===== config.mk =====
export PLATFORM = sky130hd
export DESIGN_NAME = adc_rd_ctrl
export DESIGN_NICKNAME = d
export VERILOG_FILES = /design/src/rtl/adc_rd_pkg.sv /design/src/rtl/adc_rd_rate.sv /design/src/rtl/adc_rd_shift.sv /design/src/rtl/adc_rd_ctrl.sv
export SDC_FILE = /design/constraint.sdc
export NUM_CORES = 1
export LEC_CHECK = 0
export ABC_AREA = 1
export CORE_MARGIN = 4
export CORE_UTILIZATION = 58
export CTS_CLUSTER_DIAMETER = 30
export CTS_CLUSTER_SIZE = 10
export DETAILED_ROUTE_END_ITERATION = 12
export GPL_TIMING_DRIVEN = 0
export PLACE_DENSITY = 0.84
export SLEW_MARGIN = 20
export SYNTH_ARGS = -nofsm -noshare
export SYNTH_HDL_FRONTEND = slang
export SYNTH_SLANG_ARGS = --single-unit

===== constraint.sdc =====
create_clock -name clk -period 1.81 [get_ports clk]
set_input_delay 0.181 -clock clk [delete_from_list [all_inputs] [get_ports clk]]
set_output_delay 0.181 -clock clk [all_outputs]
set_load 0.01 [all_outputs]

===== src/rtl/adc_rd_pkg.sv =====
package adc_rd_pkg;
    // Serial frame shape of the converter; the controller's behaviour depends on these
    localparam int FRAME_CLKS = 17; // serial clocks per conversion
    localparam int LEAD_RISES = 3;  // rising edges before the sign bit: two acquisition, one null
    localparam int RES_BITS   = 13; // sign plus twelve magnitude bits

    typedef enum logic [2:0] {
        ST_IDLE,
        ST_SETUP,
        ST_HI,
        ST_LO,
        ST_GAP
    } rd_state_e;
endpackage


===== src/rtl/adc_rd_rate.sv =====
module adc_rd_rate #(
    parameter int DIV_W    = 10,
    parameter int MIN_HALF = 28,
    parameter int MAX_HALF = 588
) (
    input  logic [DIV_W-1:0] div_i,
    output logic [DIV_W-1:0] half_o
);
    localparam logic [DIV_W-1:0] LOW_LIM  = DIV_W'(MIN_HALF);
    localparam logic [DIV_W-1:0] HIGH_LIM = DIV_W'(MAX_HALF);

    // Keep the serial clock between its fastest and slowest permitted rates
    always_comb begin
        if (div_i < LOW_LIM)       half_o = LOW_LIM;
        else if (div_i > HIGH_LIM) half_o = HIGH_LIM;
        else                       half_o = div_i;
    end
endmodule


===== src/rtl/adc_rd_shift.sv =====
module adc_rd_shift #(
    parameter int RES_BITS = 13,
    parameter int OUT_W    = 16
) (
    input  logic             clk,
    input  logic             rst_n,
    input  logic             clear_i,
    input  logic             shift_en_i,
    input  logic             bit_i,
    output logic [OUT_W-1:0] word_o
);
    logic [RES_BITS-1:0] sreg_d, sreg_q;

    always_comb begin
        sreg_d = sreg_q;
        if (clear_i)         sreg_d = '0;
        else if (shift_en_i) sreg_d = {sreg_q[RES_BITS-2:0], bit_i};
    end

    always_ff @(posedge clk or negedge rst_n) begin
        if (!rst_n) sreg_q <= '0;
        else        sreg_q <= sreg_d;
    end

    generate
        if (OUT_W > RES_BITS) begin : g_ext
            assign word_o = {{(OUT_W-RES_BITS){sreg_q[RES_BITS-1]}}, sreg_q};
        end else begin : g_same
            assign word_o = OUT_W'(sreg_q);
        end
    endgenerate

    // a shift enters the new bit at the least significant end
    p_shift_lsb_r5: assert property (@(posedge clk) disable iff (!rst_n)
        shift_en_i && !clear_i |=> sreg_q[0] == $past(bit_i));
endmodule


===== src/rtl/adc_rd_ctrl.sv =====
module adc_rd_ctrl
    import adc_rd_pkg::*;
#(
    parameter int DIV_W    = 10,
    parameter int MIN_HALF = 28,
    parameter int MAX_HALF = 588,
    parameter int CS_SETUP = 10,
    parameter int CS_HIGH  = 58,
    parameter int OUT_W    = 16
) (
    input  logic             clk,
    input  logic             rst_n,
    input  logic             start_i,
    input  logic [DIV_W-1:0] div_i,
    input  logic             sdata_i,
    output logic             cs_n_o,
    output logic             sclk_o,
    output logic [OUT_W-1:0] sample_o,
    output logic             done_o
);
    localparam int TMR_MAX0   = (MAX_HALF > CS_HIGH) ? MAX_HALF : CS_HIGH;
    localparam int TMR_MAX    = (TMR_MAX0 > CS_SETUP) ? TMR_MAX0 : CS_SETUP;
    localparam int TMR_W      = $clog2(TMR_MAX + 1);
    localparam int CNT_W      = $clog2(FRAME_CLKS + 1);
    localparam int FIRST_KEEP = LEAD_RISES + 1;
    localparam int LAST_KEEP  = LEAD_RISES + RES_BITS;

    typedef struct packed {
        rd_state_e        st;
        logic [TMR_W-1:0] tmr;
        logic [CNT_W-1:0] rises;
        logic [DIV_W-1:0] half;
        logic             pend;
        logic             cs_n;
        logic             sclk;
        logic             done;
        logic [OUT_W-1:0] sample;
    } ctrl_s;

    ctrl_s            d, q;
    logic [DIV_W-1:0] half_w;
    logic [OUT_W-1:0] word_w;
    logic             shift_en, clear_sr;
    logic [CNT_W-1:0] rise_nx;

    adc_rd_rate #(.DIV_W(DIV_W), .MIN_HALF(MIN_HALF), .MAX_HALF(MAX_HALF)) u_rate (
        .div_i (div_i),
        .half_o(half_w)
    );

    adc_rd_shift #(.RES_BITS(RES_BITS), .OUT_W(OUT_W)) u_shift (
        .clk       (clk),
        .rst_n     (rst_n),
        .clear_i   (clear_sr),
        .shift_en_i(shift_en),
        .bit_i     (sdata_i),
        .word_o    (word_w)
    );

    always_comb begin
        d        = q;
        d.done   = 1'b0;
        shift_en = 1'b0;
        clear_sr = 1'b0;
        rise_nx  = q.rises + 1'b1;
        case (q.st)
            ST_IDLE: begin
                if (start_i) begin
                    d.st     = ST_SETUP;
                    d.cs_n   = 1'b0;
                    d.tmr    = TMR_W'(CS_SETUP - 1);
                    d.half   = half_w;
                    d.rises  = '0;
                    clear_sr = 1'b1;
                end
            end
            ST_SETUP, ST_LO: begin
                if (q.tmr != '0) begin
                    d.tmr = q.tmr - 1'b1;
                end else if (q.st == ST_LO && q.rises == CNT_W'(FRAME_CLKS)) begin
                    // frame complete: present result and release the select
                    d.st     = ST_GAP;
                    d.cs_n   = 1'b1;
                    d.done   = 1'b1;
                    d.sample = word_w;
                    d.tmr    = TMR_W'(CS_HIGH - 1);
                    d.pend   = 1'b0;
                end else begin
                    d.st     = ST_HI;
                    d.sclk   = 1'b1;
                    d.tmr    = TMR_W'(q.half - 1'b1);
                    d.rises  = rise_nx;
                    shift_en = (rise_nx >= CNT_W'(FIRST_KEEP)) &&
                               (rise_nx <= CNT_W'(LAST_KEEP));
                end
            end
            ST_HI: begin
                if (q.tmr != '0) begin
                    d.tmr = q.tmr - 1'b1;
                end else begin
                    d.st   = ST_LO;
                    d.sclk = 1'b0;
                    d.tmr  = TMR_W'(q.half - 1'b1);
                end
            end
            ST_GAP: begin
                if (start_i) d.pend = 1'b1;
                if (q.tmr != '0) begin
                    d.tmr = q.tmr - 1'b1;
                end else if (q.pend || start_i) begin
                    d.st     = ST_SETUP;
                    d.cs_n   = 1'b0;
                    d.tmr    = TMR_W'(CS_SETUP - 1);
                    d.half   = half_w;
                    d.rises  = '0;
                    d.pend   = 1'b0;
                    clear_sr = 1'b1;
                end else begin
                    d.st = ST_IDLE;
                end
            end
            default: d.st = ST_IDLE;
        endcase
    end

    always_ff @(posedge clk or negedge rst_n) begin
        if (!rst_n) begin
            q.st     <= ST_GAP;
            q.tmr    <= TMR_W'(CS_HIGH);
            q.rises  <= '0;
            q.half   <= DIV_W'(MIN_HALF);
            q.pend   <= 1'b0;
            q.cs_n   <= 1'b1;
            q.sclk   <= 1'b0;
            q.done   <= 1'b0;
            q.sample <= '0;
        end else begin
            q <= d;
        end
    end

    assign cs_n_o   = q.cs_n;
    assign sclk_o   = q.sclk;
    assign sample_o = q.sample;
    assign done_o   = q.done;

    // done lasts a single cycle
    p_done_pulse_r6: assert property (@(posedge clk) disable iff (!rst_n)
        done_o |=> !done_o);
    // the select only rises when a result is presented
    p_cs_rise_done_r6: assert property (@(posedge clk) disable iff (!rst_n)
        $rose(cs_n_o) |-> done_o);
    // serial clock idles low outside a frame
    p_idle_low_r2: assert property (@(posedge clk) disable iff (!rst_n)
        cs_n_o |-> !sclk_o);
    // edge count never exceeds the frame length
    p_rise_bound_r2: assert property (@(posedge clk) disable iff (!rst_n)
        q.rises <= CNT_W'(FRAME_CLKS));
    // the half-period is frozen while the select is low
    p_half_hold_r3: assert property (@(posedge clk) disable iff (!rst_n)
        !cs_n_o && $past(!cs_n_o) |-> $stable(q.half));
endmodule


Word level (Yosys, flattened, before mapping)

Cells that the tools add are included.

Bits in registers: 58
Output and inout port bits: 19
Logic and storage cells: 90

Add/subtract/negate cells: 3
Order comparisons: 4
Equality and inequality tests: 13
Muxes and demuxes: 39
Bitwise gates (word level): 1
Reduce and logical (&&, ||, !) cells: 20

Operator list:

| operator                                                               | count |
|---|---|
| 17-bit two-way mux                                                     | 3 |
| 10-bit two-way mux                                                     | 5 |
| 10-bit case mux with 4 select lines                                    | 1 |
| 13-bit two-way mux                                                     | 3 |
| 28-bit two-way mux                                                     | 1 |
| 27-bit two-way mux                                                     | 1 |
| 20-bit two-way mux                                                     | 1 |
| 10-bit case mux with 2 select lines                                    | 1 |
| 10-bit by 1-bit subtractor with 10-bit output (second input constant)  | 2 |
| 5-bit case mux with 3 select lines                                     | 1 |
| 2-bit != test (second input constant)                                  | 7 |
| 3-bit case mux with 4 select lines                                     | 1 |
| 4-bit AND reduction                                                    | 3 |
| 6-bit AND reduction                                                    | 2 |
| 1-bit two-way mux                                                      | 11 |
| 10-bit greater-than comparator (second input constant)                 | 1 |
| 10-bit by 5-bit < comparator with 1-bit output (second input constant) | 1 |
| 5-bit two-way mux                                                      | 2 |
| 10-bit nonzero test                                                    | 1 |
| 3-bit two-way mux                                                      | 3 |
| 3-bit AND reduction                                                    | 3 |
| 2-bit nonzero test                                                     | 4 |
| 3-bit by 2-bit == test with 1-bit output (second input constant)       | 2 |
| 1-bit case mux with 2 select lines                                     | 3 |
| other kinds (16)                                                       | 17 |

Logic depth before layout (Yosys ltp)

Gate-level depths: netlist of run 1.

Word-level depth: 8
Gate-level depth with buffers: 12
Depth with buffers taken out: 11

Hierarchy

Synthesis of run 1 repeated with hierarchy kept, for this count alone.

Cell total of the unflattened synthesis: 478
Area total of the unflattened synthesis: 3584.7 um2

Modules (own cells, without submodules):

| module       | instances | cells each | area an instance (um2) |
|---|---|---|---|
| adc_rd_ctrl  | 1         | 381        | 2850.2 |
| adc_rd_shift | 1         | 60         | 559.3 |
| adc_rd_rate  | 1         | 37         | 175.2 |

Worst setup path before layout of run 1

Ideal clock, no wire load.

Kind: register to register
Start point: reg q[36] (netlist name)
End point: reg u_shift.sreg_q[2]
Library setup time: 0.116 ns
Arrival: 1.536 ns
Required time: 1.694 ns
Slack: 0.157 ns
Cell stages (with the launch flop): 13
Buffers on the path: 2
Clock period less this slack: 1.653 ns
Cell sequence: dfstp_2 > inv_1 > ha_1 > nand2_1 > nor2_2 > nand2_2 > buf_6 > nor2_4 > nand3_4 > clkinv_4 > buf_12 > nand2_1 > nand2_1

Word-level cells in the longest chain between the ends: 4
Elaborated cells on any way between the ends: 7
Those cells by class: 5 x mux; 2 x reduce/logical

Ends and longest elaborated chain:

| element                                                                        | line                                  | text |
|---|---|---|
| start: declaration                                                             | adc_rd_ctrl.sv:40                     | `ctrl_s d, q;` |
| 10-bit nonzero test (*)                                                        | adc_rd_ctrl.sv:78, adc_rd_ctrl.sv:108 |  |
| 1-bit two-way mux (on tied branches)                                           | adc_rd_ctrl.sv:108, adc_rd_ctrl.sv:78 |  |
| 1-bit case mux with 2 select lines / 1-bit two-way mux (equally long branches) | adc_rd_ctrl.sv:66                     | `case (q.st)` |
| 13-bit two-way mux / 2-bit nonzero test (equally long branches)                | n/a                                   |  |
| end signal: assignment                                                         | adc_rd_shift.sv:22                    | `else sreg_q <= sreg_d;` |
| end: declaration                                                               | adc_rd_shift.sv:12                    | `logic [RES_BITS-1:0] sreg_d, sreg_q;` |

Mark *: on every way between the ends. The rest lies on a longest branch, timed or not.
A chain may end at the register's enable or synchronous reset.

Worst setup path after layout of run 1

Start point: reg q[36] (netlist name)
End point: reg u_shift.sreg_q[9]

Same word-level chain as after synthesis.

==> flow_metrics.tcl, run 1 <==
set metrics [dict create \
    cpPeakStageDelay_ns 0.57 \
    rrSetupSlack_ns -0.01 \
    r2r_end "u_shift.sreg_q[9]" \
    final_common_cell "nand2_1" \
    hold_violations 0 \
    relSlewSlack_pct 50.5 \
    power.switching_w 0.00221 \
    fp.dieW_um 85.9 \
    worstSetupEndpointType "flop" \
    vias 3314 \
    synth_cell_types 34 \
    irDropWorstVdd_v 0.000854 \
    syn_avg_cell_area_um2 7.36 \
    cp-startpoint "q[36]" \
    endpoint "u_shift.sreg_q[9]" \
    drcViolationCount 0 \
    cts_max_level 3 \
    crit_path_cell_trace "inv_4, ha_4, nand2_2, nor2_2, nand2_2, buf_8, nor2_4, nand3_4, clkinv_4, buf_12, nand2_1, nand2_1" \
    top_usage_layer "met2" \
    via_per_inst 5.35 \
    finalMaxSlewViolations 0 \
    ys_seq_elements 58 \
    antenna_found_initial 0 \
    cp_max_fo 10 \
    critPathTopFamily "flip-flops" \
    p_comb_share_pct 39.8 \
    crit_required_ns 2.04 \
    dieArea_um2 7370 \
    switching_share_pct 40.2 \
    initial_core_util_pct 59.7 \
    place_ws_ns -0.225 \
    grt_pass1_wl_um 14200 \
    outcome "finished, violations left" \
    track_usage_pct 24.7 \
    port_buffers 32 \
    worst_pin_slew_ns 0.742 \
    worst-path-stages 12 \
    fillers 431 \
    clk_pin_slew_ns 0.07 \
    cts.sinks 58 \
    clock_latency_ns 0.34 \
    slowest_stage "dfstp_2" \
    max_freq_ghz 0.549 \
    clkPwrFrac_pct 24.4 \
    rsz0062_at_grt "yes" \
    synth_fp_nets 497 \
    antenna_cells 0 \
    timing.final.crit_share_pct 101 \
    drtAntennaViolNets 0 \
    grt_pass1_vias 3191 \
    yosys_warnings 0 \
    cts.path.max_buffers 2 \
    crit_path_start_kind "flop" \
    wl_per_cell_um 14.0 \
    setup_violations 2 \
    synthCells 478 \
    drv_cap 0 \
    p_seq_share_pct 35.7 \
    reg2reg_from "q[36]" \
    globalplace.congestion 0.888 \
    met3_usage_pct 5.09 \
    cts_tree "built" \
    p_leak_nw 2.17 \
    hpwl_um 5790 \
    num_io_pins 33 \
    layout_common_cells "138 x nand2_1, 53 x nor2_1, 51 x inv_1, 48 x dfrtp_1, 39 x nand3_1" \
    cp_num_buf_inv 4 \
    use_met2_pct 40.0 \
    fin_tns_setup_ns -0.0225 \
    drt-total-wl_um 8660 \
    drtIter0Drc 273 \
    fin_hold_ws_ns 0.403 \
    multiInputGateArea_um2 1690 \
    overflow 0 \
    nets 559 \
    core.rowCount 28 \
    coreArea_um2 5890 \
    grt_max_degree 59 \
    p_int_w 0.00330 \
    met1_usage_pct 31.5 \
    timing.final.ws_setup_ns -0.0125 \
    cellPowerDensity_nw_per_um2 1250 \
    seq_area_um2 1460 \
    r2r_cells 12 \
    root_buffer "clkbuf_8" \
    cts_inserted_buffers 9 \
    total_power_w 0.00551 \
    syn_area_um2 3520 \
    min_path_type "in -> reg" \
    crit_arrival_ns 2.06 \
    seq_area_frac_synth_pct 41.6 \
    fin_crit_ns 1.82 \
    final.setup_skew_ns 0.00650 \
    crit_type "reg -> reg" \
    die_h_um 85.9 \
    drive_gt1_share_pct 20.0 \
    area_growth_pct 25.5 \
    drt-pass1-iter-count 5 \
    violations "setup timing" \
]
[per-layer routing]
metal / wire [µm] / vias up / part of all wire, %
met1: 3740 / 1559 / 43
met3: 517 / 21 / 6.0
met5: 0 / - / 0
li1: - / 1616 / -
met4: 218 / 0 / 2.5
met2: 4180 / 118 / 48
[worst min-delay path: stages]
cell,delay [ns]
clkdlybuf4s50_1,0.39
nand2_1,0.06
o21ai_0,0.07
[kinds of logic (layout without fill, tap and decap cells)]
logic type / Yosys count / count (layout) / share of synthesized area (%)
AOI/OAI and AO/OA: 51 / 51 / 7.72
xor gates and xnor gates: 11 / 11 / 2.74
adders and majority gates: 5 / 5 / 1.78
buffers and inverters: 85 / 152 / 12.5
DFF: 58 / 58 / 41.6
and+or+nand+nor: 268 / 268 / 33.7
[flip-flops by register name, summed over array words and instances (netlist names)]
register and flops:
done_o 1, sclk_o 1, sample_o 13, u_shift.sreg_q 13, cs_n_o 1, q 29
[worst min-delay path by stage]
stage                            from                end  slack [ns]  cells after the start
after floorplan                 rst_n             done_o       -0.11                      0
after global placement    sample_o[3]        sample_o[3]        0.47                      2
after detailed placement        rst_n              q[30]        0.29                      1
after CTS                     sdata_i  u_shift.sreg_q[0]        0.40                      3
after global routing          sdata_i  u_shift.sreg_q[0]        0.45                      3
final                         sdata_i  u_shift.sreg_q[0]        0.40                      3
[metrics by stage]
stage / instance area, µm² / util, % / cells
2_1_floorplan: 3520 / - / 478
3_3_place_gp: 3930 / 66.8 / 585
3_5_place_dp: 3930 / 66.7 / 585
4_1_cts: 4230 / 71.9 / 610
5_1_grt: 4410 / 75.0 / 620
6_report: 4410 / 75.0 / 620
[Yosys cell counts]
cell type	count	area, µm²
nand2_1	145	544
inv_1	55	206
nor2_1	55	206
dfrtp_1	49	1230
nand3_1	40	200
o21ai_0	29	145
buf_4	18	135
dfstp_2	9	236
xor2_1	9	78.8
a21oi_1	8	40.0
nand4_1	7	43.8
o21ai_1	7	35.0
nor2_4	6	67.6
ha_1	5	62.6
buf_6	4	45.0
inv_2	4	15.0
nand2_2	3	18.8
nor3_1	3	15.0
o211ai_1	3	22.5
nand2_4	2	22.5
nand3_2	2	20.0
nand3b_1	2	15.0
xnor2_1	2	17.5
a21o_1	1	7.51
buf_12	1	20.0
buf_2	1	5.00
clkbuf_1	1	3.75
clkinv_4	1	8.76
nand3_4	1	17.5
nor2_2	1	6.26
o21bai_1	1	7.51
o22ai_1	1	6.26
o31ai_1	1	7.51
or2_2	1	6.26
[timing repair]
| item | 4_1_cts | 5_1_grt |
|---|---|---|
| gates cloned | 0 | 1 |
| gates resized for setup | 7 | 27 |
| endpoints found under the hold margin | 49 | 0 |
| setup endpoints to repair | 42 | 52 |
| setup buffers | 8 | 9 |
| pin swaps | 3 | 8 |
| hold buffers | 1 | 0 |
[power by group through the flow]
| stage | clock network (W) | logic, W | registers (W) |
|---|---|---|---|
| CTS | 0.00135 | 0.00201 | 0.00194 |
| finish | 0.00135 | 0.00219 | 0.00197 |
| global placement | 0 | 0.00187 | 0.00195 |
| detailed placement | 0 | 0.00193 | 0.00196 |
| global route | 0.00141 | 0.00249 | 0.00201 |
| floorplan | 0 | 0.00147 | 0.00190 |
[area by class of cell]
type | instances | share of cell area (%)
Multi-Input combinational cell | 335 | 38.4
Sequential cell | 58 | 33.2
Timing Repair Buffer | 51 | 11.0
Inverter | 60 | 5.28
Buffer | 25 | 5.08
Clock buffer | 11 | 3.20
Tap cell | 75 | 2.13
Clock inverter | 5 | 1.76
No activity file was read; power rests on OpenSTA's default activity.
==> run 2, diff against run 1 <==
--- a/config.mk
+++ b/config.mk
@@ -11,9 +11,7 @@
 export CTS_CLUSTER_DIAMETER = 30
 export CTS_CLUSTER_SIZE = 10
 export DETAILED_ROUTE_END_ITERATION = 12
-export GPL_TIMING_DRIVEN = 0
 export PLACE_DENSITY = 0.84
-export SLEW_MARGIN = 20
 export SYNTH_ARGS = -nofsm -noshare
 export SYNTH_HDL_FRONTEND = slang
 export SYNTH_SLANG_ARGS = --single-unit
==> constraint.sdc (replaced) <==
create_clock -name clk -period 1.85 [get_ports clk]
set_input_delay 0.185 -clock clk [delete_from_list [all_inputs] [get_ports clk]]
set_output_delay 0.185 -clock clk [all_outputs]
set_load 0.01 [all_outputs]
==> flow_metrics.tcl, run 2 (synthesis results as in run 1) <==
set metrics [dict create \
    worstSetupEndpointType "flop" \
    area_growth_pct 20.5 \
    track_usage_pct 25.0 \
    crit_path_start_kind "flop" \
    crit_required_ns 2.11 \
    seq_area_um2 1460 \
    drive_gt1_share_pct 17.0 \
    wl_per_cell_um 15.1 \
    outcome "finished clean" \
    clock_latency_ns 0.35 \
    grt_pass1_wl_um 14300 \
    drtIter0Drc 398 \
    drt-pass1-iter-count 6 \
    grt_max_degree 25 \
    r2r_cells 9 \
    max_freq_ghz 0.562 \
    reg2reg_from "q[35]" \
    min_path_type "in -> async" \
    setup_violations 0 \
    crit_type "reg -> reg" \
    nets 543 \
    overflow 0 \
    postLayoutCoreUtil_pct 72.0 \
    hold_violations 0 \
    place_area_um2 3850 \
    layout_common_cells "139 x nand2_1, 54 x inv_1, 50 x nor2_1, 48 x dfrtp_1, 40 x nand3_1" \
    fp.dieW_um 85.9 \
    via_per_inst 5.42 \
    p_leak_nw 2.07 \
    top_register "q" \
    root_buffer "clkbuf_8" \
    num_io_pins 33 \
    coreArea_um2 5890 \
    drt-total-wl_um 9080 \
    die_h_um 85.9 \
    timing.final.crit_share_pct 96.1 \
    antenna_cells 0 \
    clk_pin_slew_ns 0.07 \
    drcViolationCount 0 \
    relSlewSlack_pct 65.6 \
    irDropWorstVdd_v 0.000738 \
    stdcell_area_um2 4240 \
    vias 3270 \
    grt_pass1_vias 3083 \
    cts.sinks 58 \
    initial_core_util_pct 59.7 \
    cp-startpoint "q[35]" \
    core.rowCount 28 \
    worst_pin_slew_ns 0.516 \
    cp_max_fo 8 \
    cts.path.max_buffers 2 \
    cts_max_level 3 \
    cts_inserted_buffers 9 \
    crit_arrival_ns 2.04 \
    cellPowerDensity_nw_per_um2 1270 \
    final.setup_skew_ns 0.00833 \
    hpwl_um 6340 \
    drv_cap 0 \
    multiInputGateArea_um2 1720 \
    fillers 461 \
    antenna_found_initial 0 \
    largest_reg_flops 29 \
    port_buffers 32 \
    final_common_cell "nand2_1" \
    dieArea_um2 7370 \
    cts_tree "built" \
    finalMaxSlewViolations 0 \
    fin_crit_ns 1.78 \
    drtAntennaViolNets 0 \
    globalplace.congestion 0.983 \
]
==> run 2: cell types whose count changed in the layout (fill, tap and decap cells not counted), sizes merged <==
cell and delta:
inv +2, clkbuf -4, buf -18, nand2 +1, nand3 +2
==> run 2: area by class of cell <==
cell class | instances | share of cell area, %
Clock inverter | 6 | 1.95
Timing Repair inverter | 1 | 0.148
Sequential cell | 58 | 34.6
Timing Repair Buffer | 56 | 12.1
Tap cell | 75 | 2.22
Clock buffer | 9 | 2.92
Inverter | 60 | 5.49
Multi-Input combinational cell | 338 | 40.6
==> run 2: per-layer routing <==
layer / up-vias / global-route usage [%] / part of all wire (%)
li1: 1584 / - / -
met1: 1503 / 32.3 / 41
met2: 155 / 41.2 / 48
met3: 28 / 3.94 / 8.1
met4: 0 / 11.7 / 2.8
met5: - / 0 / 0
==> run 2: what timing repair did <==
item	4_1_cts	5_1_grt
hold endpoints to repair	17	0
gates cloned	0	4
setup buffers	0	7
hold buffers	1	0
pin swaps	0	8
setup endpoints to repair	10	53
gates resized for setup	2	22
==> run 2: per-stage QoR <==
stage               total power [W]  instances  TNS (ns)  worst slack, ns  hold slack [ns]
global route                0.00578        603    -0.377          -0.0446            0.381
floorplan                   0.00330        478         0            0.197           -0.111
detailed placement          0.00390        576   -0.0122         -0.00918            0.189
global placement            0.00383        576         0           0.0155            0.189
CTS                         0.00519        592         0           0.0444            0.350
finish                      0.00539        603         0           0.0713            0.336
==> run 2: power by group <==
| group | leakage [nW] | total [W] | internal (W) | switching [W] |
|---|---|---|---|---|
| Clock | 0.105 | 0.00127 | 0.000742 | 0.000524 |
| Sequential | 0.746 | 0.00193 | 0.00162 | 0.000308 |
| Combinational | 1.22 | 0.00220 | 0.000795 | 0.00140 |
| Total | 2.07 | 0.00539 | 0.00316 | 0.00224 |
==> run 2: path summary, 6_finish.rpt <==
check / end / slack, ns
worst min-delay path: q[43] / 0.34
max in group asynchronous: cs_n_o / 0.82
worst max-delay path: cs_n_o / 0.07
worst min register to register: sample_o[7] / 0.49
worst max register to register: cs_n_o / 0.07
min in group clk: u_shift.sreg_q[0] / 0.40
==> run 2: worst max-delay path: stages, from the launching register on <==
cell,delay (ns)
dfrtp_1,0.41
inv_2,0.12
ha_4,0.15
nand2_1,0.09
nor2_4,0.15
nand2_4,0.12
nand2_4,0.15
nand2_2,0.11
o21ai_0,0.26
nand2_1,0.12
==> run 3, diff against run 2 <==
--- a/config.mk
+++ b/config.mk
@@ -6,7 +6,7 @@
 export NUM_CORES = 1
 export LEC_CHECK = 0
 export ABC_AREA = 1
-export CORE_MARGIN = 4
+export CORE_MARGIN = 1.5
 export CORE_UTILIZATION = 58
 export CTS_CLUSTER_DIAMETER = 30
 export CTS_CLUSTER_SIZE = 10
==> flow_metrics.tcl, run 3 (synthesis results as in run 1) <==
set metrics [dict create \
    outcome "finished clean" \
    crit_arrival_ns 2.11 \
    p_seq_share_pct 34.3 \
    final.setup_skew_ns 0.0152 \
    vias 3259 \
    min_path_type "in -> async" \
    cp-startpoint "q[30]" \
    nets 539 \
    dieArea_um2 6540 \
    crit_path_cell_trace "ha_1, nand3_1, xor2_2, nand2_1, nand2_2, nand3_4, inv_8, nand2_1, nand2_1" \
    drtIter0Drc 421 \
    final_common_cell "nand2_1" \
    drv_cap 0 \
    grt_pass1_wl_um 13200 \
    crit_required_ns 2.14 \
    hold_violations 0 \
    die_h_um 80.9 \
    grt_pass1_vias 2957 \
    layout_common_cells "141 x nand2_1, 53 x inv_1, 52 x nor2_1, 48 x dfrtp_1, 40 x nand3_1" \
    cp_common_cell "nand2_1" \
    cellPowerDensity_nw_per_um2 1330 \
    track_usage_pct 27.0 \
    drcViolationCount 0 \
    worst_pin_slew_ns 0.557 \
    drt-pass1-iter-count 6 \
    place_ws_ns -0.0148 \
    overflow 0 \
    cts.path.max_buffers 2 \
    wl_per_cell_um 14.4 \
    cpPeakStageDelay_ns 0.45 \
    cts.sinks 58 \
    fp.dieW_um 80.9 \
    finalMaxSlewViolations 0 \
    port_buffers 32 \
    globalplace.congestion 0.961 \
    clkPwrFrac_pct 26.3 \
    cts_inserted_buffers 9 \
    antenna_cells 0 \
    drtAntennaViolNets 0 \
    timing.final.crit_share_pct 98.1 \
    rrSetupSlack_ns 0.03 \
    setup_violations 0 \
    cts_max_level 3 \
    antenna_found_initial 0 \
    total_power_w 0.00562 \
    drive_gt1_share_pct 15.6 \
    p_comb_share_pct 39.3 \
    relSlewSlack_pct 62.8 \
    endpoint "u_shift.sreg_q[7]" \
    via_per_inst 5.43 \
    area_growth_pct 20.4 \
    stdcell_area_um2 4230 \
    drt-total-wl_um 8650 \
    irDropWorstVdd_v 0.000807 \
    num_io_pins 33 \
    place_area_um2 3840 \
    switching_share_pct 40.8 \
    p_int_w 0.00333 \
    r2r_end "u_shift.sreg_q[7]" \
    cts_tree "built" \
    cp_max_fo 12 \
    max_freq_ghz 0.551 \
    core.rowCount 28 \
    coreArea_um2 5890 \
    initial_core_util_pct 59.7 \
    largest_reg_flops 29 \
    worstSetupEndpointType "flop" \
    top_register "q" \
    crit_type "reg -> reg" \
    p_leak_nw 2.07 \
    clock_latency_ns 0.36 \
    r2r_cells 9 \
    power.switching_w 0.00229 \
    slowest_stage "dfrtp_2" \
    clk_pin_slew_ns 0.08 \
    grt_max_degree 38 \
    hpwl_um 5810 \
    root_buffer "clkbuf_8" \
    fin_crit_ns 1.82 \
    timing.final.ws_setup_ns 0.0349 \
    crit_path_start_kind "flop" \
    reg2reg_from "q[30]" \
]
[run 3: worst max-delay path, delay by kind of cell (launching register included)]
kind,cells,cell delay [ns]
adders and majority gates,1,0.25
xor gates and xnor gates,1,0.20
and+or+nand+nor,6,0.71
buffers and inverters,1,0.14
DFF,1,0.45
[run 3: worst min path at each step]
stage | start | to | slack, ns | cells past startpoint
after floorplan | rst_n | done_o | -0.11 | 0
after global placement | rst_n | q[31] | 0.19 | 1
after detailed placement | rst_n | q[31] | 0.20 | 1
after CTS | rst_n | sample_o[0] | 0.36 | 2
after global routing | rst_n | sample_o[0] | 0.42 | 2
final | rst_n | sample_o[0] | 0.35 | 2
[run 3: power by group through the flow]
stage	Clock, W	Combinational (W)	Sequential, W
3_3_place_gp	0	0.00189	0.00191
3_5_place_dp	0	0.00197	0.00193
4_1_cts	0.00149	0.00201	0.00191
5_1_grt	0.00155	0.00244	0.00197
6_report	0.00148	0.00221	0.00193
2_1_floorplan	0	0.00144	0.00186
[run 3: metrics by stage]
| step | hold slack [ns] | utilization (%) | TNS (ns) | instances |
|---|---|---|---|---|
| finish | 0.346 | 71.9 | 0 | 600 |
| global route | 0.415 | 71.9 | -0.218 | 600 |
| floorplan | -0.111 | - | 0 | 478 |
| detailed placement | 0.202 | 65.2 | -0.0335 | 573 |
| CTS | 0.356 | 69.7 | 0 | 590 |
| global placement | 0.194 | 65.2 | 0 | 573 |
[run 3: what timing repair did]
item                                    4_1_cts  5_1_grt
cloned                                        0        2
pin swaps                                     0        8
hold endpoints to repair                     16        0
resized for setup                             2       16
hold buffers                                  1        0
buffers inserted                              0        8
endpoints found under the setup margin       16       46
[run 3: area by class of cell]
type	count	area (µm²)
inverters	60	235
fillers	471	1650
multi-input cells	337	1680
clock buffers	9	124
well taps	75	93.8
flip-flops and latches	58	1460
clock inverters	7	125
repair buffers	54	512
[run 3: routing by layer]
metal | up-vias | track usage (%) | wire length (µm) | part of all wire [%]
li1 | 1583 | - | - | -
met1 | 1485 | 35.3 | 3670 | 42
met3 | 43 | 4.94 | 607 | 7.0
met4 | 0 | 15.9 | 502 | 5.8
met5 | - | 0 | 0 | 0
met2 | 148 | 42.0 | 3880 | 45
